### config.mk
export PLATFORM = sky130hd
export DESIGN_NAME = nextpc_unit
export DESIGN_NICKNAME = d
export VERILOG_FILES = /design/src/rtl/nextpc_pkg.sv /design/src/rtl/nextpc_decode.sv /design/src/rtl/nextpc_eval.sv /design/src/rtl/nextpc_target.sv /design/src/rtl/nextpc_slot.sv /design/src/rtl/nextpc_unit.sv
export SDC_FILE = /design/constraint.sdc
export NUM_CORES = 1
export LEC_CHECK = 0
export BUFFER_PORTS_ARGS = -buffer_cell sky130_fd_sc_hd__buf_4
export CORE_UTILIZATION = 48
export DETAILED_ROUTE_END_ITERATION = 10
export GPL_TIMING_DRIVEN = 1
export PLACE_DENSITY = 0.83
export SLEW_MARGIN = 20
export SYNTH_ARGS = -nofsm -noshare
export SYNTH_HDL_FRONTEND = slang
export SYNTH_SLANG_ARGS = --single-unit
export TNS_END_PERCENT = 50
### constraint.sdc
create_clock -name clk_i -period 4.7 [get_ports clk_i]
set_input_delay 0.94 -clock clk_i [delete_from_list [all_inputs] [get_ports clk_i]]
set_output_delay 0.94 -clock clk_i [all_outputs]
set_load 0.005 [all_outputs]
### src/rtl/nextpc_pkg.sv
package nextpc_pkg;
  localparam int unsigned AW      = 32;
  localparam int unsigned RW      = 5;
  localparam int unsigned IDX_W   = 26;
  localparam int unsigned IMM_W   = 16;
  localparam logic [RW-1:0] LINK_REG = 5'd31;

  typedef enum logic [3:0] {
    K_NONE, K_JR, K_JALR, K_J, K_JAL,
    K_BEQ, K_BNE, K_BLEZ, K_BGTZ, K_ZCMP
  } ctl_kind_e;
endpackage

### src/rtl/nextpc_decode.sv
module nextpc_decode
  import nextpc_pkg::*;
(
  input  logic [5:0]    op_i,
  input  logic [5:0]    funct_i,
  input  logic [4:0]    rt_f_i,
  input  logic [RW-1:0] rd_f_i,
  output ctl_kind_e     kind_o,
  output logic          link_req_o,
  output logic [RW-1:0] link_rd_o
);
  always_comb begin
    kind_o = K_NONE;
    unique case (op_i)
      6'h00: begin
        if (funct_i == 6'h08)      kind_o = K_JR;
        else if (funct_i == 6'h09) kind_o = K_JALR;
      end
      6'h01: kind_o = K_ZCMP;
      6'h02: kind_o = K_J;
      6'h03: kind_o = K_JAL;
      6'h04: kind_o = K_BEQ;
      6'h05: kind_o = K_BNE;
      6'h06: kind_o = K_BLEZ;
      6'h07: kind_o = K_BGTZ;
      default: kind_o = K_NONE;
    endcase
  end

  // zero-compare group links when rt[4:1] selects the link form
  assign link_req_o = (kind_o == K_JAL) || (kind_o == K_JALR) ||
                      ((kind_o == K_ZCMP) && (rt_f_i[4:1] == 4'h8));
  assign link_rd_o  = (kind_o == K_JALR) ? rd_f_i : LINK_REG;
endmodule

### src/rtl/nextpc_eval.sv
module nextpc_eval
  import nextpc_pkg::*;
(
  input  ctl_kind_e     kind_i,
  input  logic          ge_sel_i,
  input  logic [AW-1:0] rs_val_i,
  input  logic [AW-1:0] rt_val_i,
  output logic          is_ctl_o,
  output logic          cond_o
);
  logic rs_neg, rs_zero, eq;

  assign rs_neg  = rs_val_i[AW-1];
  assign rs_zero = (rs_val_i == '0);
  assign eq      = (rs_val_i == rt_val_i);

  always_comb begin
    is_ctl_o = 1'b1;
    cond_o   = 1'b1;
    unique case (kind_i)
      K_BEQ:  cond_o = eq;
      K_BNE:  cond_o = !eq;
      K_BLEZ: cond_o = rs_neg || rs_zero;
      K_BGTZ: cond_o = !rs_neg && !rs_zero;
      K_ZCMP: cond_o = ge_sel_i ? !rs_neg : rs_neg;
      K_JR, K_JALR, K_J, K_JAL: cond_o = 1'b1;
      default: begin
        is_ctl_o = 1'b0;
        cond_o   = 1'b0;
      end
    endcase
  end
endmodule

### src/rtl/nextpc_target.sv
module nextpc_target
  import nextpc_pkg::*;
(
  input  ctl_kind_e        kind_i,
  input  logic [AW-1:0]    pc_i,
  input  logic [IDX_W-1:0] idx_i,
  input  logic [AW-1:0]    rs_val_i,
  output logic [AW-1:0]    target_o,
  output logic [AW-1:0]    link_val_o,
  output logic             misalign_o
);
  localparam int unsigned REGION_W = AW - IDX_W - 2;

  logic [IMM_W-1:0] imm;
  logic [AW-1:0]    rel_off;
  logic             reg_jump;

  assign imm      = idx_i[IMM_W-1:0];
  assign rel_off  = {{(AW-IMM_W-2){imm[IMM_W-1]}}, imm, 2'b00};
  assign reg_jump = (kind_i == K_JR) || (kind_i == K_JALR);

  always_comb begin
    if (reg_jump)
      target_o = rs_val_i;
    else if ((kind_i == K_J) || (kind_i == K_JAL))
      target_o = {pc_i[AW-1 -: REGION_W], idx_i, 2'b00};
    else
      target_o = pc_i + AW'(4) + rel_off;
  end

  assign link_val_o = pc_i + AW'(8);
  assign misalign_o = reg_jump && (rs_val_i[1:0] != 2'b00);
endmodule

### src/rtl/nextpc_slot.sv
module nextpc_slot
  import nextpc_pkg::*;
(
  input  logic          clk_i,
  input  logic          rst_ni,
  input  logic          valid_i,
  input  logic          flush_i,
  input  logic          taken_i,
  input  logic [AW-1:0] target_i,
  output logic          redirect_o,
  output logic [AW-1:0] redirect_pc_o,
  output logic          pending_o
);
  logic          pend_q;
  logic [AW-1:0] tgt_q;

  always_ff @(posedge clk_i or negedge rst_ni) begin
    if (!rst_ni) begin
      pend_q <= 1'b0;
      tgt_q  <= '0;
    end else if (flush_i) begin
      pend_q <= 1'b0;
    end else if (valid_i) begin
      pend_q <= taken_i;
      if (taken_i) tgt_q <= target_i;
    end
  end

  assign redirect_o    = valid_i && pend_q && !flush_i;
  assign redirect_pc_o = tgt_q;
  assign pending_o     = pend_q;
endmodule

### src/rtl/nextpc_unit.sv
module nextpc_unit
  import nextpc_pkg::*;
(
  input  logic          clk_i,
  input  logic          rst_ni,
  input  logic          valid_i,
  input  logic          flush_i,
  input  logic [31:0]   pc_i,
  input  logic [31:0]   instr_i,
  input  logic [31:0]   rs_val_i,
  input  logic [31:0]   rt_val_i,
  output logic          taken_o,
  output logic [31:0]   target_o,
  output logic          link_we_o,
  output logic [4:0]    link_rd_o,
  output logic [31:0]   link_val_o,
  output logic          addr_err_o,
  output logic          redirect_o,
  output logic [31:0]   redirect_pc_o,
  output logic          in_delay_slot_o
);
  ctl_kind_e     kind;
  logic          link_req, is_ctl, cond, misalign;
  logic [RW-1:0] lrd;

  nextpc_decode u_dec (
    .op_i       (instr_i[31:26]),
    .funct_i    (instr_i[5:0]),
    .rt_f_i     (instr_i[20:16]),
    .rd_f_i     (instr_i[15:11]),
    .kind_o     (kind),
    .link_req_o (link_req),
    .link_rd_o  (lrd)
  );

  nextpc_eval u_eval (
    .kind_i   (kind),
    .ge_sel_i (instr_i[16]),
    .rs_val_i (rs_val_i),
    .rt_val_i (rt_val_i),
    .is_ctl_o (is_ctl),
    .cond_o   (cond)
  );

  nextpc_target u_tgt (
    .kind_i     (kind),
    .pc_i       (pc_i),
    .idx_i      (instr_i[IDX_W-1:0]),
    .rs_val_i   (rs_val_i),
    .target_o   (target_o),
    .link_val_o (link_val_o),
    .misalign_o (misalign)
  );

  assign taken_o    = valid_i && is_ctl && cond && !misalign;
  assign addr_err_o = valid_i && misalign;
  assign link_we_o  = valid_i && link_req && !misalign && (lrd != '0);
  assign link_rd_o  = lrd;

  nextpc_slot u_slot (
    .clk_i         (clk_i),
    .rst_ni        (rst_ni),
    .valid_i       (valid_i),
    .flush_i       (flush_i),
    .taken_i       (taken_o),
    .target_i      (target_o),
    .redirect_o    (redirect_o),
    .redirect_pc_o (redirect_pc_o),
    .pending_o     (in_delay_slot_o)
  );
endmodule

==> impl_metrics.csv <==
group,metric,value,unit
power_and_ir_drop,irDropWorstVdd,0.191,mV
yosys,synth_edf_count,0,
yosys,ys.flop_type,"dfrtp_1",
worst_setup_path,slowest_delay,0.40,ns
run_status,run_status,"completed",
timing,setup_viol,0,
grt,grt_max_degree,34,
worst_setup_path,arrival,3.66,ns
floorplanning,start_util,49.4,%
run,maxCapViolations,0,
floorplanning,die_area,10500,um2
yosys,synthDistinctLibCells,71,
detailed_routing,drc,0,
yosys,ys_ff_latch,33,
detailed_routing,vias_per_cell,5.91,
timing,clock_skew,0,ns
power_and_ir_drop,powerDensity,229,nW/um2
layout,syn2layout_area_growth,47.8,%
yosys,syn_inst,616,
grt,grt_pass1_wl,28.7,mm
floorplanning,io_pins,238,
worst_setup_path,worst_ep_required_time,3.76,ns
timing,min_period,4.60,ns
detailed_routing,num_vias,5948,
cts,clk_latency,0.30,ns
place,numPortBuffers,237,
yosys,yosysMostFrequentCell,"nand2_1",
layout,layout.nets,1065,
cts,cts.hold.buffers_added,0,
detailed_routing,antenna_left,0,
worst_setup_path,crit_path_frequent_cell,"buf_4",
place,place_inst,998,
worst_setup_path,crit_type,"in -> out",
grt,grt_pass1_vias,5519,
yosys,async_reset_ff_share,100,%
timing,grt_setup_unrepaired,"no",
cts,clkTransAtPathRegs,0.08,ns
yosys,synth_nets,807,
yosys,yosysTopAreaCell,"dfrtp_1",
layout,fill_cells,781,
cts,htreeDepth,2,
yosys,synthTopCellsByArea,"dfrtp_1, ha_1, xnor2_1",
layout,fin_util,73.0,%
worst_setup_path,crit_slowest_cell,"ha_1",
cts,clock-root-buffer,"clkbuf_8",
grt,overflow,0,
worst_setup_path,path_max_fanout,11,
detailed_routing,wl,19.8,mm
detailed_routing,firstDrtPassIters,5,
floorplanning,num_rows,36,
timing,hold_violations,0,
worst_setup_path,end_kind,"primary output",
worst_setup_path,critical_path.startpoint_type,"input port",
floorplanning,dieWidth,102,um
timing,fin_crit_sh,97.8,%
yosys,synth_area,4820,um2
floorplanning,die_y,102,um
yosys,avgSynthCellArea,7.83,um2
min_path,hold_class,"reg -> reg",
timing,drv_slew,0,
layout,n_antenna_cell,0,
place,gp_congestion,0.965,
worst_setup_path,worstPathCellList,"buf_4 -> buf_4 -> ha_1 -> ha_1 -> o21a_1 -> o21ai_1 -> a21oi_1 -> and3_1 -> a211o_1 -> a211oi_2 -> xor2_1 -> o21bai_1 -> buf_4",
detailed_routing,dr.first_iter.drc_count,282,
grt,grtUsageTotal,36.5,%
cts,cts_made_buffers,5,
yosys,ys_warn_count,0,
timing,slew_headroom,53.7,%
cts,clock_tree.buffer_depth,2,
layout,finalNonFillerCells,1007,
cts,cts_tree,"yes",
yosys,yosysSeqAreaShare,17.1,%
power_and_ir_drop,leakage,3.56,nW
layout,drive_gt1_share,35.5,%
detailed_routing,routedWlPerCell,19.7,um
floorplanning,core_region_area,9770,um2
place,dp_hpwl,16.1,mm
yosys,synth_top_area_share,17.1,%
cts,cts_sinks,33,
timing,worst_pin_slew,0.677,ns
grt,antenna_found_initial,0,
yosys,synth_common_cells,"nand2_1, xnor2_1, ha_1, a21oi_1, nor2_1",
timing,fmax,217,MHz
==> per-stage QoR <==
step           TNS (ns)  setup WS (ns)  hold WS (ns)  instance area [um2]  power (mW)
6_report              0          0.102         0.494                 7130        1.64
5_1_grt               0        0.00102         0.511                 7130        1.73
4_1_cts               0         0.0203         0.493                 7090        1.61
3_5_place_dp     -0.558         -0.186         0.472                 6940        1.36
3_3_place_gp     -0.169        -0.0918         0.464                 6940        1.34
2_1_floorplan         0          0.283         0.470                 4820       0.833
==> critical path: cells and delay by family <==
family,cells,cell delay [ns]
compound gates,6,1.11
fa+ha+maj,2,0.69
buf+inv,3,0.48
xor+xnor,1,0.25
simple gates,1,0.19
==> logic make-up after synthesis <==
family | Yosys count | share of synthesized area, %
compound gates | 160 | 21.9
xor+xnor | 86 | 15.6
fa+ha+maj | 59 | 15.5
buf+inv | 36 | 3.24
flops | 33 | 17.1
mux | 18 | 4.23
simple gates | 224 | 22.5
==> cells in the final DEF, fill, tap and decap left out, drive strengths merged, types with 14 or more instances in the layout <==
master  netlist  layout
nand3        18      18
xnor2        63      63
nand2        81      81
buf           7     274
ha           58      58
dfrtp        33      33
a21oi        52      52
nor2         45      45
o21ai        24      24
a21o         14      14
xor2         23      23
mux2         16      16
and3         17      17
nand4        14      14
==> state kept, by name (all words and copies together), names as in the netlist <==
register / count
u_slot.redirect_pc_o: 32
u_slot.pending_o: 1
==> what timing repair did <==
action                                  CTS  global route
pin swaps                                 9            10
gates resized for setup                  11            10
setup buffers                             2             0
endpoints found under the setup margin    6             9
==> where the power goes <==
group	switching (mW)	internal, mW
Clock	0.127	0.116
Sequential	0.0349	0.343
Combinational	0.489	0.525
Total	0.652	0.984
==> area by class of cell <==
type | count | area [um2] | area share [%]
Multi-Input combinational cell | 547 | 3940 | 55.2
Clock buffer | 6 | 82.6 | 1.16
Inverter | 13 | 51.3 | 0.719
Tap cell | 133 | 166 | 2.33
Sequential cell | 33 | 826 | 11.6
Clock inverter | 1 | 7.51 | 0.105
Timing Repair Buffer | 274 | 2060 | 28.9
==> final timing paths <==
path / from / to / slack [ns] / cells after the start
max: instr_i[15] / target_o[31] / 0.10 / 13
max in group asynchronous: rst_ni / u_slot.redirect_pc_o[26] / 3.75 / 1
min reg2reg: u_slot.redirect_pc_o[2] / u_slot.redirect_pc_o[2] / 0.49 / 2
min: u_slot.redirect_pc_o[2] / u_slot.redirect_pc_o[2] / 0.49 / 2
max reg2reg: u_slot.redirect_pc_o[10] / u_slot.redirect_pc_o[10] / 3.86 / 2
min in group asynchronous: rst_ni / u_slot.redirect_pc_o[0] / 0.59 / 1
==> metal layers <==
metal | track usage, % | part of all wire [%] | up-vias
li1 | - | - | 2774
met1 | 43.9 | 40 | 2770
met2 | 62.4 | 48 | 347
met3 | 8.28 | 9.0 | 57
met4 | 15.8 | 3.4 | 0
met5 | 0 | 0 | -
(Power assumes the default switching activity.)
